==> config.mk <==
export PLATFORM = sky130hd
export DESIGN_NAME = cascade_timer_pair
export DESIGN_NICKNAME = d
export VERILOG_FILES = /design/src/rtl/ctp_pkg.sv /design/src/rtl/ctp_prescaler.sv /design/src/rtl/ctp_counter.sv /design/src/rtl/cascade_timer_pair.sv
export SDC_FILE = /design/constraint.sdc
export NUM_CORES = 1
export LEC_CHECK = 0
export BUFFER_PORTS_ARGS = -buffer_cell sky130_fd_sc_hd__clkbuf_2
export CORE_ASPECT_RATIO = 0.75
export CORE_MARGIN = 2
export CORE_UTILIZATION = 35
export DETAILED_ROUTE_END_ITERATION = 12
export HOLD_SLACK_MARGIN = 0.05
export PLACE_DENSITY = 0.6
export SLEW_MARGIN = 25
export SYNTH_ARGS = -nofsm -noshare
export SYNTH_HDL_FRONTEND = slang
export SYNTH_HIERARCHICAL = 1
export SYNTH_SLANG_ARGS = --single-unit
==> constraint.sdc <==
create_clock -name clk -period 3.1 [get_ports clk]
set_clock_uncertainty 0.15 [all_clocks]
set_input_delay 0.465 -clock clk [delete_from_list [all_inputs] [get_ports clk]]
set_output_delay 0.465 -clock clk [all_outputs]
set_load 0.01 [all_outputs]
==> src/rtl/ctp_pkg.sv <==
package ctp_pkg;
  localparam int DIV_W  = 8;
  localparam int PRE_W  = 16;
  localparam int DATA_W = 32;
  localparam int SLICE_W = DIV_W + 4;

  typedef enum logic [1:0] {
    SRC_REF_A = 2'd0,
    SRC_REF_B = 2'd1,
    SRC_FLEX  = 2'd2,
    SRC_CHAIN = 2'd3
  } src_e;

  typedef struct packed {
    src_e             src;
    logic             ack;
    logic             run;
    logic [DIV_W-1:0] div;
  } slice_t;

  typedef enum logic [1:0] {
    WSEL_CTRL = 2'd0,
    WSEL_PRE  = 2'd1,
    WSEL_MASK = 2'd2
  } wsel_e;
endpackage

==> src/rtl/ctp_prescaler.sv <==
module ctp_prescaler #(
  parameter int PRE_W = 16
) (
  input  logic             clk,
  input  logic             rst,
  input  logic             load_i,
  input  logic [PRE_W-1:0] load_val_i,
  output logic             tick_o,
  output logic [PRE_W-1:0] cnt_o
);
  logic [PRE_W-1:0] reload_q;
  logic [PRE_W-1:0] cnt_q;

  assign tick_o = (cnt_q == '0);
  assign cnt_o  = cnt_q;

  always_ff @(posedge clk) begin
    if (rst) begin
      reload_q <= '0;
      cnt_q    <= '0;
    end else if (load_i) begin
      reload_q <= load_val_i;
      cnt_q    <= load_val_i;
    end else if (tick_o) begin
      cnt_q <= reload_q;
    end else begin
      cnt_q <= cnt_q - 1'b1;
    end
  end

  AST_PRE_WRAP: assert property (@(posedge clk) disable iff (rst)
    (tick_o && !load_i) |=> (cnt_q == $past(reload_q)));
  AST_PRE_STEP: assert property (@(posedge clk) disable iff (rst)
    (!tick_o && !load_i) |=> (cnt_q == $past(cnt_q) - 1'b1));
endmodule

==> src/rtl/ctp_counter.sv <==
module ctp_counter
  import ctp_pkg::*;
#(
  parameter int  CW          = 8,
  parameter bit  CAN_CASCADE = 1'b0
) (
  input  logic          clk,
  input  logic          rst,
  input  logic [CW-1:0] div_i,
  input  logic          run_i,
  input  src_e          src_i,
  input  logic          ref_a_i,
  input  logic          ref_b_i,
  input  logic          flex_i,
  input  logic          chain_i,
  input  logic          ack_i,
  output logic [CW-1:0] cnt_o,
  output logic          uf_o,
  output logic          pend_o
);
  logic [CW-1:0] cnt_q;
  logic          pend_q;
  logic          chain_tick;
  logic          tick;

  generate
    if (CAN_CASCADE) begin : g_chain
      assign chain_tick = chain_i;
    end else begin : g_nochain
      logic unused_chain;
      assign unused_chain = chain_i;
      assign chain_tick   = 1'b0;
    end
  endgenerate

  always_comb begin
    unique case (src_i)
      SRC_REF_A: tick = ref_a_i;
      SRC_REF_B: tick = ref_b_i;
      SRC_FLEX:  tick = flex_i;
      default:   tick = chain_tick;
    endcase
  end

  assign uf_o   = run_i && tick && (cnt_q == CW'(1));
  assign cnt_o  = cnt_q;
  assign pend_o = pend_q;

  always_ff @(posedge clk) begin
    if (rst) begin
      cnt_q  <= '0;
      pend_q <= 1'b0;
    end else begin
      if (!run_i)     cnt_q <= div_i;
      else if (uf_o)  cnt_q <= div_i;
      else if (tick)  cnt_q <= cnt_q - 1'b1;
      if (uf_o)       pend_q <= 1'b1;
      else if (ack_i) pend_q <= 1'b0;
    end
  end

  AST_STOP_LOADS: assert property (@(posedge clk) disable iff (rst)
    !run_i |=> (cnt_q == $past(div_i)));
  AST_IDLE_HOLDS: assert property (@(posedge clk) disable iff (rst)
    (run_i && !tick) |=> $stable(cnt_q));
  AST_UF_RELOAD: assert property (@(posedge clk) disable iff (rst)
    uf_o |=> ((cnt_q == $past(div_i)) && pend_q));
  AST_PEND_STICKY: assert property (@(posedge clk) disable iff (rst)
    (pend_q && !ack_i) |=> pend_q);
  AST_ACK_CLEARS: assert property (@(posedge clk) disable iff (rst)
    (ack_i && !uf_o) |=> !pend_q);
endmodule

==> src/rtl/cascade_timer_pair.sv <==
module cascade_timer_pair
  import ctp_pkg::*;
(
  input  logic              clk,
  input  logic              rst,
  input  logic              wr_en,
  input  logic [1:0]        wr_sel,
  input  logic [DATA_W-1:0] wr_data,
  input  logic [1:0]        rd_sel,
  output logic [DATA_W-1:0] rd_data,
  input  logic              tick_ref_a,
  input  logic              tick_ref_b,
  output logic              irq0,
  output logic              irq1
);
  localparam int N_TMR  = 2;
  localparam int CTRL_W = N_TMR * SLICE_W;
  localparam int ACK_B  = DIV_W + 1;

  logic [CTRL_W-1:0]     ctrl_q;
  logic [N_TMR-1:0]      mask_q;
  logic [N_TMR-1:0]      irq_q;
  logic [DATA_W-1:0]     rd_q;
  logic [N_TMR-1:0]      uf;
  logic [N_TMR-1:0]      pend;
  logic [N_TMR-1:0]      chain;
  logic [N_TMR-1:0]      ack;
  logic [DIV_W-1:0]      cnt [N_TMR];
  logic                  flex_tick;
  logic [PRE_W-1:0]      pre_cnt;
  logic                  wr_ctrl;
  logic                  wr_pre;
  logic                  wr_mask;
  logic                  unused_wr;

  assign wr_ctrl   = wr_en && (wr_sel == WSEL_CTRL);
  assign wr_pre    = wr_en && (wr_sel == WSEL_PRE);
  assign wr_mask   = wr_en && (wr_sel == WSEL_MASK);
  assign unused_wr = ^wr_data[DATA_W-1:CTRL_W];
  assign chain     = {uf[0], 1'b0};

  ctp_prescaler #(.PRE_W(PRE_W)) u_pre (
    .clk        (clk),
    .rst        (rst),
    .load_i     (wr_pre),
    .load_val_i (wr_data[PRE_W-1:0]),
    .tick_o     (flex_tick),
    .cnt_o      (pre_cnt)
  );

  generate
    for (genvar i = 0; i < N_TMR; i++) begin : g_tmr
      slice_t sl;
      assign sl     = slice_t'(ctrl_q[i*SLICE_W +: SLICE_W]);
      assign ack[i] = wr_ctrl && wr_data[i*SLICE_W + ACK_B];

      ctp_counter #(.CW(DIV_W), .CAN_CASCADE(i != 0)) u_cnt (
        .clk     (clk),
        .rst     (rst),
        .div_i   (sl.div),
        .run_i   (sl.run),
        .src_i   (sl.src),
        .ref_a_i (tick_ref_a),
        .ref_b_i (tick_ref_b),
        .flex_i  (flex_tick),
        .chain_i (chain[i]),
        .ack_i   (ack[i]),
        .cnt_o   (cnt[i]),
        .uf_o    (uf[i]),
        .pend_o  (pend[i])
      );

      AST_IRQ_NEEDS_MASK: assert property (@(posedge clk) disable iff (rst)
        !mask_q[i] |=> !irq_q[i]);
      AST_IRQ_TRACKS: assert property (@(posedge clk) disable iff (rst)
        (pend[i] && mask_q[i]) |=> irq_q[i]);
    end
  endgenerate

  always_ff @(posedge clk) begin
    if (rst) begin
      ctrl_q <= '0;
      mask_q <= '0;
      irq_q  <= '0;
      rd_q   <= '0;
    end else begin
      if (wr_ctrl) begin
        ctrl_q <= wr_data[CTRL_W-1:0];
        for (int i = 0; i < N_TMR; i++) ctrl_q[i*SLICE_W + ACK_B] <= 1'b0;
      end
      if (wr_mask) mask_q <= mask_q | wr_data[N_TMR-1:0];
      irq_q <= pend & mask_q;
      unique case (rd_sel)
        2'd0:    rd_q <= DATA_W'({cnt[1], cnt[0]});
        2'd1:    rd_q <= DATA_W'(pre_cnt);
        2'd2:    rd_q <= DATA_W'({mask_q, pend});
        default: rd_q <= DATA_W'(ctrl_q);
      endcase
    end
  end

  assign rd_data = rd_q;
  assign irq0    = irq_q[0];
  assign irq1    = irq_q[1];

  AST_MASK_ONLY_SETS: assert property (@(posedge clk) disable iff (rst)
    mask_q[0] |=> mask_q[0]);
endmodule

**Word level (Yosys, flattened, before mapping)**

Cells that the tools add are included.

- $add $sub $neg: 3
- $mul: 0
- Divide/modulo/power cells: 0
- $lt $le $gt $ge: 0
- Eq/ne operators: 12
- Shift operators: 0
- Muxes and demuxes: 15
- Bitwise gates (word level): 2
- Reduce and logical (&&, ||, !) cells: 16

Operators by type and width:

| cell | count |
|---|---|
| $pmux 24 s3 | 1 |
| $mux 8 | 6 |
| $mux 16 | 2 |
| $eq 8x1->1 const B | 2 |
| $logic_not 16->1 | 1 |
| $sub 16x1->16 const B | 1 |
| $sub 8x1->8 const B | 2 |
| $logic_and 1x1->1 | 9 |
| $eq 2x1->1 const B | 4 |
| $eq 2x2->1 const B | 4 |
| $logic_not 2->1 | 4 |
| $ne 3x1->1 const B | 2 |
| $pmux 1 s3 | 2 |
| $mux 1 | 4 |
| $reduce_bool 2->1 | 2 |
| $and 2x2->2 | 1 |
| $or 2x2->2 | 1 |

- Register bits after elaboration: 108
- Latch bits: 0
- Bits in writable memories: 0
- Memory bits (read-only): 0
- Output and inout bits: 34
- Word-level logic and storage cells: 58
- Memories: 0

**Depth between registers and ports, before layout**

- Word-level depth: 9
- Mapped depth: 14

**By module**

Netlist, hierarchy kept.

By module, submodules not included:

| module | instances | cells an instance | area an instance (µm²) |
|---|---|---|---|
| cascade_timer_pair | 1 | 200 | 2162.1 |
| ctp_prescaler | 1 | 198 | 1654.1 |
| ctp_counter at g_tmr[0].u_cnt | 1 | 87 | 686.9 |
| ctp_counter at g_tmr[1].u_cnt | 1 | 81 | 664.4 |

**Least setup slack after synthesis**

OpenSTA, ideal clock, no wires.

- Path kind: reg-to-reg
- Start point: register u_pre.cnt_q[0], in the netlist u_pre/cnt_o[0]
- End point: register g_tmr[1].u_cnt.cnt_q[3]
- Library setup time: 117 ps
- Arrival time: 2730 ps
- Setup slack: 103 ps
- Cell stages (with the launch flop): 15
- Clock period less this slack: 2997 ps
- Path through: dfxtp_1 > inv_1 > ha_1 > nor4b_4 > nand4_1 > inv_1 > mux2i_1 > o21a_1 > clkbuf_1 > nor2_1 > mux4_2 > buf_6 > o211a_1 > o21ai_1 > nand2_1

- Longest elaborated chain between the ends: 9
- Elaborated cells between the ends (all ways): 10
- Those cells by class: 1 x eq/ne; 4 x mux; 5 x reduce/logical

RTL lines:

| what | RTL line | RTL |
|---|---|---|
| start, declared | ctp_prescaler.sv:12 | `logic [PRE_W-1:0] cnt_q;` |
| start signal, assigned | ctp_prescaler.sv:23 | `cnt_q <= load_val_i;` |
| start signal, assigned | ctp_prescaler.sv:25 | `cnt_q <= reload_q;` |
| start signal, assigned | ctp_prescaler.sv:27 | `cnt_q <= cnt_q - 1'b1;` |
| $logic_not 16->1 * | ctp_prescaler.sv:14 | `assign tick_o = (cnt_q == '0);` |
| via flex_tick | cascade_timer_pair.sv:29 | `logic flex_tick;` |
| $pmux 1 s3 * | ctp_counter.sv:37 | `unique case (src_i)` |
| $logic_and 1x1->1 * (2 in a row) | ctp_counter.sv:45 | `assign uf_o = run_i && tick && (cnt_q == CW'(1));` |
| via chain[1] | cascade_timer_pair.sv:26 | `logic [N_TMR-1:0] chain;` |
| $pmux 1 s3 * | ctp_counter.sv:37 |  |
| $logic_and 1x1->1 (2 in a row) | ctp_counter.sv:45 |  |
| $mux 8 | ctp_counter.sv:55 | `else if (uf_o) cnt_q <= div_i;` |
| $mux 8 | ctp_counter.sv:54 | `if (!run_i) cnt_q <= div_i;` |
| end signal, assigned | ctp_counter.sv:54 |  |
| end signal, assigned | ctp_counter.sv:55 |  |
| end signal, assigned | ctp_counter.sv:56 | `else if (tick) cnt_q <= cnt_q - 1'b1;` |
| end, declared | ctp_counter.sv:21 | `logic [CW-1:0] cnt_q;` |

The timed path passes the listed nets; every way through them passes the cells marked *.
A chain may end at the register's enable or synchronous reset.

**Worst setup path after layout**

Ends and elaborated chain as after synthesis.

==> qor.txt <==
area delta synth->final - 16.3%
Slowest-stage cell, CP - mux4_2
nets - 672
outcome - finished clean
switch share - 0.328
yosys warns - 6
setup tns final - 0 ns
first-pass GRT wire length - 21800 µm
Initial Util - 0.358
sequential element share of the synthesized area - 0.384
Max Freq - 350 MHz
fin crit share - 0.922
ANT nets after route - 0
Worst R2R Path Depth - 13
initial antenna violation count - 0
Worst EP required - 3.18 ns
layout cells sized above 1 - 0.194
multiplexer share of the synthesized area - 0.0954
commonest non-fill, non-tap cell in the layout - dfxtp_1
Slew @ Worst Pin - 0.954 ns
FF-to-FF Start - u_pre/cnt_o[0]
Port-buffer cells - 57
WHS Path Cells - 3
max_slew headroom - 0.358
number of global-route vias before repair - 4192
Cell Count Post-Placement - 808
ys async rst share - 0
CP max FO - 7
Ant. Diodes - 0
Critical Path, Cell by Cell - inv_1, ha_1, nor4b_4, nand4_1, inv_1, mux2i_1, o21a_1, nor2_1, mux4_2, buf_4, a31o_1, a32oi_1, nand2_1
Die Span X - 144 µm
mapped cell area - 5170 µm²
Critical Path End Type - flop
Detailed Route Iter0 Violations - 399
EDFF count, synth - 0
post-DP HPWL - 9800 µm
Root Buffer - clkbuf_16
Skew-Pair Late Insertion Delay - 0.35 ns
Syn Inst Count - 566
Mapped Avg Cell Area - 9.13 µm²
IO Pins - 75
Slew Viols, Final - 0
worst setup path category - flop to flop
Pre-antenna DRT Iters - 5
Via density - 5.36
Hold WC Path Type - input port to flop
Seq pwr share - 0.374
Final Hold Vio Count - 0
post-route minimum period - 2.86 ns
Core Region - 14500 µm²
maximum vdd drop - 322 µV
Combinational Power Share - 0.316
GPL Wtd Cong - 0.917
CTS tree - done
cell mode on critical path - inv_1
Die Span Y - 109 µm
cts hold-fix bufs - 0
CTS Buf Count - 9
internal power - 0.00281 W
Post-Synth Simple-Gate Area - 0.252
max-cap violation count - 0
Post-Synth Adder-Cell Area - 0.0145
Sink Count - 99
unrepaired setup endpoints after global routing - false
max incr delay on CP - 0.57 ns
largest net degree at the start of global routing - 106
startpoint types - flop
Synth Area in Compound Gates - 0.176
vias after detailed routing - 4451
Crit. Startpoint - u_pre/cnt_o[0]
clock power share - 0.310
overall power - 0.00419 W
GRT Total Usage - 0.178
ys flop type - dfxtp_1
Final setup viols - 0
num rows - 38
final non-filler cell total - 830
drt total wl - 13800 µm
Worst-path clk slew - 0.07 ns
die area - 15800 µm²
Post CTS Setup Buffer Count - 0
Max H-tree Level - 3
DRC - 0
Leak - 2.31 nW
min-delay src - wr_data[23]
clock buffer depth - 2
commonest non-fill, non-tap cells in the layout - dfxtp_1 (99), nand2b_1 (63), clkbuf_2 (57), mux2i_1 (47), nand2_1 (38)
Power Dens Cells - 696 nW/µm²
Psw - 0.00137 W
post-CTS sizing - 0
flop and latch count out of synthesis - 99
xor-xnor portion of the synthesized cell area - 0.0119
WL per Instance - 16.7 µm
largest family of logic cells by synthesized area - simple AND/OR/NAND/NOR gates
Worst EP arrival - 2.94 ns
Yosys cell types - 77
total grt overflow - 0
[power groups by stage]
| stage | combinational [W] | clock [W] | sequential (W) |
|---|---|---|---|
| floorplan | 0.000934 | 0 | 0.00157 |
| global placement | 0.00126 | 0 | 0.00158 |
| detailed placement | 0.00128 | 0 | 0.00159 |
| CTS | 0.00129 | 0.00132 | 0.00156 |
| global route | 0.00146 | 0.00137 | 0.00158 |
| finish | 0.00132 | 0.00130 | 0.00156 |
[critical path, delay by kind of cell (launching register included)]
kind            cells  cell delay (ns)
compound gates      3             0.53
buf+inv             3             0.32
flops               1             0.33
simple gates        4             0.41
mux                 2             0.80
fa+ha+maj           1             0.21
[cells in the mapped netlist (all sizes together) (3+ instances only)]
library cell   n  area share
a31oi          8       0.011
o22ai         22       0.038
or2            4      0.0048
dfxtp         99        0.38
o21a           4      0.0058
and2          10       0.012
a21oi         31       0.031
or4            5      0.0080
o2bb2ai        3      0.0051
clkbuf        17       0.012
o211ai         9       0.013
nand4b         6       0.010
nand4          5      0.0061
a311oi         3      0.0051
or3            6      0.0073
a21boi         3      0.0044
and3b          3      0.0051
ha             6       0.015
nand2         39       0.029
nand2b        63       0.076
a211oi         5      0.0073
nor2b          7      0.0085
xnor2          5      0.0085
and3           4      0.0048
inv           16       0.012
buf           26       0.042
nand3         10      0.0097
nor2          31       0.024
nor3           8      0.0087
mux2i         47       0.091
o21ai         19       0.019
nor3b          4      0.0068
nor4           5       0.013
[cell families after synthesis]
kind of cell / after synthesis
muxes: 48
buffers and inverters: 59
AOI/OAI and AO/OA: 128
DFF: 99
and+or+nand+nor: 218
adders and majority gates: 6
xor gates and xnor gates: 7
other: 1
[metal layers]
layer	part of all wire	wire, µm	track usage
met1	0.48	6700	0.251
met2	0.45	6220	0.280
met3	0.060	836	0.0382
met4	0.0065	90	0.0381
met5	0	0	0
[through the flow]
stage	util	instance area, µm²	setup slack (ns)	hold slack [ns]
after floorplan	-	5200	0.103	0.272
after global placement	0.389	5620	0.263	0.295
after detailed placement	0.389	5620	0.172	0.298
after CTS	0.413	5970	0.149	0.199
after global routing	0.416	6010	0.0818	0.208
final	0.416	6010	0.241	0.202
[final cells by class]
cell class / count / area, µm²
Clock buffer: 12 / 246
Clock inverter: 4 / 97.6
Fill cell: 1487 / 8440
Inverter: 16 / 60.1
Multi-Input combinational cell: 416 / 2880
Sequential cell: 99 / 1980
Tap cell: 200 / 250
Timing Repair Buffer: 83 / 493
[final timing paths]
| check | end | slack (ns) |
|---|---|---|
| worst max-delay path | g_tmr[1].u_cnt/cnt_o[3] | 0.24 |
| worst min-delay path | ctrl_q[23] | 0.20 |
| worst max register to register | g_tmr[1].u_cnt/cnt_o[3] | 0.24 |
| worst min register to register | irq_q[0] | 0.30 |
[sequential cells by signal, indices dropped and copies added, names as in the netlist]
signal              count
mask_q                  2
u_pre/cnt_o            16
g_tmr.u_cnt/pend_o      2
g_tmr.u_cnt/cnt_o      16
irq_q                   2
rd_data                23
ctrl_q                 22
u_pre/reload_q         16
No activity file was read; power rests on OpenSTA's default activity.
